**src/rtl/cfgwin_pkg.sv**
```systemverilog
package cfgwin_pkg;

   localparam int unsigned REG_W     = 64;
   localparam int unsigned DW_W      = 32;
   localparam int unsigned BE_W      = DW_W / 8;
   localparam int unsigned EN_BIT    = 0;
   localparam int unsigned LEN_LSB   = 1;
   localparam int unsigned SHIFT_MAX = 28;   // largest window, 256 MiB
   localparam int unsigned SHIFT_MIN = 26;   // smallest window, 64 MiB

   localparam int unsigned OFF_W = 12;
   localparam int unsigned FN_W  = 3;
   localparam int unsigned DEV_W = 5;
   localparam int unsigned BUS_W = 8;
   localparam int unsigned FN_LSB  = OFF_W;
   localparam int unsigned DEV_LSB = FN_LSB + FN_W;
   localparam int unsigned BUS_LSB = DEV_LSB + DEV_W;

   typedef enum logic [1:0] {
      WIN_256M = 2'b00,
      WIN_128M = 2'b01,
      WIN_64M  = 2'b10,
      WIN_RSVD = 2'b11
   } win_len_e;

   typedef struct packed {
      logic       en;
      win_len_e   len;
   } win_ctl_t;

   // number of address bits covered by a window of the given code
   function automatic int unsigned win_shift(input logic [1:0] code);
      case (code)
         WIN_256M: win_shift = SHIFT_MAX;
         WIN_128M: win_shift = SHIFT_MAX - 1;
         default:  win_shift = SHIFT_MIN;
      endcase
   endfunction

endpackage

```
**src/rtl/cfgwin_bar_reg.sv**
```systemverilog
module cfgwin_bar_reg
   import cfgwin_pkg::*;
#(
   parameter int unsigned          CFG_DW_AW   = 10,
   parameter int unsigned          REG_DW      = 24,
   parameter logic [REG_W-1:0]     DEFAULT_VAL = 64'h0000_0000_B000_0000
) (
   input  logic                 clk,
   input  logic                 rst_n,
   input  logic                 wr_vld_i,
   input  logic [CFG_DW_AW-1:0] wr_dw_i,
   input  logic [BE_W-1:0]      wr_be_i,
   input  logic [DW_W-1:0]      wr_data_i,
   output logic [REG_W-1:0]     bar_nxt_o,
   output logic                 touch_o
);

   localparam int unsigned N_HALF = REG_W / DW_W;
   localparam int unsigned N_LANE = N_HALF * BE_W;

   logic [REG_W-1:0]  bar_q;
   logic [N_LANE-1:0] lane_sel;

   if (REG_DW + N_HALF > (1 << CFG_DW_AW)) begin : g_bad_dw
      $error("cfgwin_bar_reg: REG_DW does not fit the configuration dword index");
   end

   for (genvar h = 0; h < N_HALF; h++) begin : g_half
      localparam logic [CFG_DW_AW-1:0] MY_DW = CFG_DW_AW'(REG_DW + h);
      logic dw_match;
      assign dw_match = wr_vld_i && (wr_dw_i == MY_DW);
      for (genvar b = 0; b < BE_W; b++) begin : g_lane
         localparam int unsigned LANE = h * BE_W + b;
         assign lane_sel[LANE] = dw_match && wr_be_i[b];
         assign bar_nxt_o[LANE*8 +: 8] = lane_sel[LANE] ? wr_data_i[b*8 +: 8]
                                                        : bar_q[LANE*8 +: 8];
      end
   end

   assign touch_o = |lane_sel;

   always_ff @(posedge clk or negedge rst_n) begin
      if (!rst_n) begin
         bar_q <= DEFAULT_VAL;
      end else if (touch_o) begin
         bar_q <= bar_nxt_o;
      end
   end

endmodule

```
**src/rtl/cfgwin_map.sv**
```systemverilog
module cfgwin_map
   import cfgwin_pkg::*;
#(
   parameter int unsigned      ADDR_W      = 40,
   parameter int unsigned      BASE_MSB    = 35,
   parameter logic [REG_W-1:0] DEFAULT_VAL = 64'h0000_0000_B000_0000
) (
   input  logic              clk,
   input  logic              rst_n,
   input  logic              touch_i,
   input  logic [REG_W-1:0]  bar_i,
   output logic              en_o,
   output logic [1:0]        len_o,
   output logic [ADDR_W-1:0] base_o,
   output logic              err_o
);

   function automatic logic [ADDR_W-1:0] align_base(input logic [REG_W-1:0] v);
      int unsigned sh;
      logic [ADDR_W-1:0] r;
      sh = win_shift(v[LEN_LSB +: 2]);
      for (int i = 0; i < ADDR_W; i++) begin
         r[i] = (i >= int'(sh) && i <= int'(BASE_MSB)) ? v[i] : 1'b0;
      end
      return r;
   endfunction

   localparam logic [1:0]        RST_LEN  = DEFAULT_VAL[LEN_LSB +: 2];
   localparam logic              RST_EN   = DEFAULT_VAL[EN_BIT];
   localparam logic [ADDR_W-1:0] RST_BASE = align_base(DEFAULT_VAL);

   if (RST_LEN == WIN_RSVD) begin : g_bad_default
      $error("cfgwin_map: DEFAULT_VAL carries the reserved length code");
   end

   win_ctl_t          ctl_q;
   logic [ADDR_W-1:0] base_q;
   logic              err_q;
   logic              rsvd;

   assign rsvd = (bar_i[LEN_LSB +: 2] == WIN_RSVD);

   always_ff @(posedge clk or negedge rst_n) begin
      if (!rst_n) begin
         ctl_q.en  <= RST_EN;
         ctl_q.len <= win_len_e'(RST_LEN);
         base_q    <= RST_BASE;
         err_q     <= 1'b0;
      end else begin
         err_q <= touch_i && rsvd;
         if (touch_i && !rsvd) begin
            ctl_q.en  <= bar_i[EN_BIT];
            ctl_q.len <= win_len_e'(bar_i[LEN_LSB +: 2]);
            base_q    <= align_base(bar_i);
         end
      end
   end

   assign en_o   = ctl_q.en;
   assign len_o  = ctl_q.len;
   assign base_o = base_q;
   assign err_o  = err_q;

endmodule

```
**src/rtl/cfgwin_hit.sv**
```systemverilog
module cfgwin_hit
   import cfgwin_pkg::*;
#(
   parameter int unsigned ADDR_W = 40
) (
   input  logic              clk,
   input  logic              rst_n,
   input  logic              addr_vld_i,
   input  logic [ADDR_W-1:0] addr_i,
   input  logic              en_i,
   input  logic [1:0]        len_i,
   input  logic [ADDR_W-1:0] base_i,
   output logic              hit_o,
   output logic [BUS_W-1:0]  bus_o,
   output logic [DEV_W-1:0]  dev_o,
   output logic [FN_W-1:0]   fn_o,
   output logic [OFF_W-1:0]  off_o
);

   int unsigned       sh;
   logic [ADDR_W-1:0] cmp_mask;
   logic [BUS_W-1:0]  bus_keep;
   logic              match;
   logic              hit_d;

   assign sh = win_shift(len_i);

   for (genvar i = 0; i < ADDR_W; i++) begin : g_cmp
      assign cmp_mask[i] = (i >= int'(sh));
   end

   for (genvar j = 0; j < BUS_W; j++) begin : g_bus
      assign bus_keep[j] = ((BUS_LSB + j) < int'(sh));
   end

   assign match = (((addr_i ^ base_i) & cmp_mask) == '0);
   assign hit_d = addr_vld_i && en_i && match;

   always_ff @(posedge clk or negedge rst_n) begin
      if (!rst_n) begin
         hit_o <= 1'b0;
         bus_o <= '0;
         dev_o <= '0;
         fn_o  <= '0;
         off_o <= '0;
      end else begin
         hit_o <= hit_d;
         if (hit_d) begin
            bus_o <= addr_i[BUS_LSB +: BUS_W] & bus_keep;
            dev_o <= addr_i[DEV_LSB +: DEV_W];
            fn_o  <= addr_i[FN_LSB +: FN_W];
            off_o <= addr_i[0 +: OFF_W];
         end else begin
            bus_o <= '0;
            dev_o <= '0;
            fn_o  <= '0;
            off_o <= '0;
         end
      end
   end

endmodule

```
**src/rtl/cfgwin_decoder.sv**
```systemverilog
module cfgwin_decoder
   import cfgwin_pkg::*;
#(
   parameter int unsigned      ADDR_W      = 40,
   parameter int unsigned      BASE_MSB    = 35,
   parameter int unsigned      CFG_DW_AW   = 10,
   parameter int unsigned      REG_DW      = 24,
   parameter logic [REG_W-1:0] DEFAULT_VAL = 64'h0000_0000_B000_0000
) (
   input  logic                 clk,
   input  logic                 rst_n,
   input  logic                 cfg_wr_vld_i,
   input  logic [CFG_DW_AW-1:0] cfg_wr_dw_i,
   input  logic [3:0]           cfg_wr_be_i,
   input  logic [31:0]          cfg_wr_data_i,
   input  logic                 addr_vld_i,
   input  logic [ADDR_W-1:0]    addr_i,
   output logic                 win_en_o,
   output logic [1:0]           win_len_o,
   output logic [ADDR_W-1:0]    win_base_o,
   output logic                 len_err_o,
   output logic                 hit_o,
   output logic [7:0]           bus_o,
   output logic [4:0]           dev_o,
   output logic [2:0]           fn_o,
   output logic [11:0]          reg_off_o
);

   if (BASE_MSB < SHIFT_MAX || BASE_MSB >= ADDR_W) begin : g_bad_msb
      $error("cfgwin_decoder: BASE_MSB must lie between the window size and ADDR_W");
   end
   if (ADDR_W > REG_W) begin : g_bad_aw
      $error("cfgwin_decoder: ADDR_W exceeds the register width");
   end

   logic [REG_W-1:0] bar_nxt;
   logic             touch;

   cfgwin_bar_reg #(
      .CFG_DW_AW   (CFG_DW_AW),
      .REG_DW      (REG_DW),
      .DEFAULT_VAL (DEFAULT_VAL)
   ) u_bar (
      .clk       (clk),
      .rst_n     (rst_n),
      .wr_vld_i  (cfg_wr_vld_i),
      .wr_dw_i   (cfg_wr_dw_i),
      .wr_be_i   (cfg_wr_be_i),
      .wr_data_i (cfg_wr_data_i),
      .bar_nxt_o (bar_nxt),
      .touch_o   (touch)
   );

   cfgwin_map #(
      .ADDR_W      (ADDR_W),
      .BASE_MSB    (BASE_MSB),
      .DEFAULT_VAL (DEFAULT_VAL)
   ) u_map (
      .clk     (clk),
      .rst_n   (rst_n),
      .touch_i (touch),
      .bar_i   (bar_nxt),
      .en_o    (win_en_o),
      .len_o   (win_len_o),
      .base_o  (win_base_o),
      .err_o   (len_err_o)
   );

   cfgwin_hit #(
      .ADDR_W (ADDR_W)
   ) u_hit (
      .clk        (clk),
      .rst_n      (rst_n),
      .addr_vld_i (addr_vld_i),
      .addr_i     (addr_i),
      .en_i       (win_en_o),
      .len_i      (win_len_o),
      .base_i     (win_base_o),
      .hit_o      (hit_o),
      .bus_o      (bus_o),
      .dev_o      (dev_o),
      .fn_o       (fn_o),
      .off_o      (reg_off_o)
   );

endmodule

```
**config.mk**
```make
export PLATFORM = sky130hd
export DESIGN_NAME = cfgwin_decoder
export DESIGN_NICKNAME = d
export VERILOG_FILES = /design/src/rtl/cfgwin_pkg.sv /design/src/rtl/cfgwin_bar_reg.sv /design/src/rtl/cfgwin_map.sv /design/src/rtl/cfgwin_hit.sv /design/src/rtl/cfgwin_decoder.sv
export SDC_FILE = /design/constraint.sdc
export NUM_CORES = 1
export LEC_CHECK = 0
export CAP_MARGIN = 20
export CORE_UTILIZATION = 35
export DETAILED_ROUTE_END_ITERATION = 7
export PLACE_DENSITY = 0.65
export SYNTH_ARGS = -nofsm -noshare
export SYNTH_HDL_FRONTEND = slang
export SYNTH_HIERARCHICAL = 1
export SYNTH_SLANG_ARGS = --single-unit
```
**constraint.sdc**
```tcl
create_clock -name clk -period 1.54 [get_ports clk]
set_input_delay 0.385 -clock clk [delete_from_list [all_inputs] [get_ports clk]]
set_output_delay 0.385 -clock clk [all_outputs]
set_load 0.02 [all_outputs]
```
==> reports/results.tsv <==
stage	metric	value	unit
outcome	status	complete, but fails checks	
outcome	violations	setup timing	
routing	ant_nets	0	
flow_run	cap_violations	0	
sta	timing_hold_violations_final	0	
power	switchingPower	0.7717	mW
global_routing	grt_pass1_vias	2047	
global_routing	grt_max_degree	32	
routing	remaining_drc_errors	0	
floorplanning	core_area	0.007408	mm^2
cts	numCtsBuffers	9	
critical_path	reg2reg_depth	6	
routing	first_iter_violations	29	
sta	fin_crit_sh	122.8	%
critical_path	cp-end-kind	flop	
power	total_power	3.342	mW
placement	dpl_cell_area	0.004060	mm^2
critical_path	cp.arrival	2.10	ns
power	p_per_area	729.5	mW/mm^2
floorplanning	dieHeight	90.36	um
global_routing	grt_usage	15.63	%
routing	routed_wl	6569	um
sta	whs	0.05656	ns
critical_path	crit_path_start_kind	primary input	
sta	maxSlewViolCount	0	
final_layout	drive_gt1_share	36.02	%
floorplanning	num_rows	31	
power	irDropWorstVdd	0.3978	mV
critical_path	r2r_start	u_map/base_o[28]	
critical_path	crit_fanout	6	
sta	layout_min_cycle_time	1.892	ns
floorplanning	ios	163	
yosys	synth_cells	213	
global_routing	grt-ovfl-total	0	
cts	clkTransAtPathRegs	0.07	ns
critical_path	worstReg2RegEnd	u_hit/off_o[9]	
routing	via_count	2068	
power	p_comb_share	11.9	%
placement	dpl.hpwl	4473	um
final_layout	final_area	0.004581	mm^2
cts	ctsHoldBuffers	0	
sta	fin_ws	-0.3518	ns
routing	wl_per_cell	13.95	um
power	p_seq_share	46.0	%
cts	ctsLongestPathBuffers	2	
final_layout	final_nets	457	
sta	final-setup-viol-count	54	
floorplanning	fp.dieW	90.36	um
placement	place_ws	-1.089	ns
sta	skew	0.01044	ns
sta	rsz0062_at_grt	true	
critical_path	reg2reg_slack	-0.27	ns
placement	portBuffers	112	
floorplanning	dieArea	0.008165	mm^2
power	clockPowerShare	42.1	%
final_layout	fillers	623	
routing	dr.pass1.iters	2	
routing	via_per_inst	4.391	
cts	insertion_delay	0.33	ns
power	p_sw_share	23.09	%
cts	clkSinkCount	58	
critical_path	crit_required	1.75	ns
cts	cts_max_level	3	
final_layout	area_growth	67.63	%
power	p_int	2.570	mW
global_routing	grt_pass1_wl	9956	um
global_routing	antenna_found_initial	0	
yosys	syn_avg_cell_area	12.83	um^2
yosys	syn_area	0.002733	mm^2
yosys	yosys_warnings	6	
floorplanning	initial_core_util	36.89	%
final_layout	num_antenna_cells	0	
cts	clock-root-buffer	clkbuf_8	
cts	cts_tree	built	
power	leakagePower	2.417	nW
min_path	hold_path.class	primary input to async pin	
sta	fmax	528.6	MHz
placement	gp_congestion	0.7383	
critical_path	path_class	primary input to flop	
-- how the worst max path moves through the flow --
stage / from / depth (start not counted) / slack (ns) / endpoint
after floorplan: cfg_wr_dw_i[7] / 6 / -0.67 / u_map/base_o[32]
after global placement: cfg_wr_dw_i[7] / 6 / -1.05 / u_map/base_o[32]
after detailed placement: cfg_wr_dw_i[7] / 6 / -1.09 / u_map/base_o[32]
after CTS: cfg_wr_dw_i[5] / 6 / -0.37 / u_map/base_o[34]
after global routing: cfg_wr_dw_i[5] / 8 / -0.37 / u_map/base_o[34]
final: cfg_wr_dw_i[6] / 5 / -0.35 / u_map/base_o[34]
-- worst max-delay path, cell delays in order --
cell	delay (ns)
buf_6	0.09
or4_4	0.57
or3_4	0.47
mux2_4	0.31
mux2_4	0.26
-- layout by cell type (no fill, tap or decap), types with 2 or more instances in the layout --
| cell type | n |
|---|---|
| clkdlybuf4s50_1 | 53 |
| dfrtp_1 | 52 |
| dfstp_2 | 6 |
| and3_1 | 19 |
| inv_1 | 2 |
| dlygate4sd2_1 | 45 |
| nor2b_1 | 3 |
| conb_1 | 28 |
| buf_2 | 7 |
| mux2_2 | 10 |
| and4b_1 | 2 |
| nor4_4 | 2 |
| nand4b_1 | 2 |
| buf_12 | 2 |
| nand4_1 | 3 |
| clkbuf_16 | 3 |
| buf_4 | 17 |
| nand3_1 | 4 |
| and3_4 | 9 |
| mux2_4 | 25 |
| clkbuf_8 | 11 |
| a21oi_1 | 2 |
| buf_6 | 24 |
| xnor2_1 | 13 |
| clkinv_2 | 3 |
| nor2_1 | 2 |
-- per-layer routing --
layer	track usage (%)	vias up	part of all wire (%)
met1	20.39	970	46
met2	24.43	98	47
met3	4.040	7	6.1
met5	0	-	0
met4	6.989	0	0.97
li1	-	993	-
-- power groups by stage --
stage                     Clock, mW  Combinational [mW]  Sequential (mW)
after detailed placement          0               0.396             1.56
after floorplan                   0               0.175             1.57
after global placement            0               0.392             1.56
final                          1.41               0.399             1.54
after CTS                      1.44               0.395             1.54
after global routing           1.52               0.432             1.53
-- metrics by stage --
stage | setup TNS [ns] | std cells | utilization, %
finish | -11.90 | 471 | 61.83
global route | -15.29 | 471 | 61.83
CTS | -7.878 | 463 | 58.66
detailed placement | -37.52 | 441 | 54.80
global placement | -36.08 | 441 | 54.80
floorplan | -10.78 | 240 | -
-- sequential cells by signal, indices dropped and copies added, names as in the netlist --
| register | count |
|---|---|
| u_map/base_o | 12 |
| u_hit/bus_o | 8 |
| u_bar/bar_q | 13 |
| u_hit/fn_o | 3 |
| u_hit/dev_o | 5 |
| u_hit/hit_o | 1 |
| u_map/err_o | 1 |
| u_map/en_o | 1 |
| u_hit/off_o | 12 |
| u_map/len_o | 2 |
-- layout make-up --
| type | instances | area (um^2) | share of cell area, % |
|---|---|---|---|
| clock buffer | 11 | 151.4 | 3.305 |
| tap | 99 | 123.9 | 2.704 |
| inverter | 2 | 7.507 | 0.1639 |
| clock inverter | 5 | 52.55 | 1.147 |
| multi-input combinational | 142 | 1286 | 28.08 |
| sequential | 58 | 1459 | 31.85 |
| timing repair buffer | 154 | 1500 | 32.75 |
-- what timing repair did --
item,4_1_cts,5_1_grt
setup buffers,6,7
setup endpoints to repair,103,55
gates resized for setup,115,42
cloned,1,4
pin swaps,10,21
(Power assumes the default switching activity.)
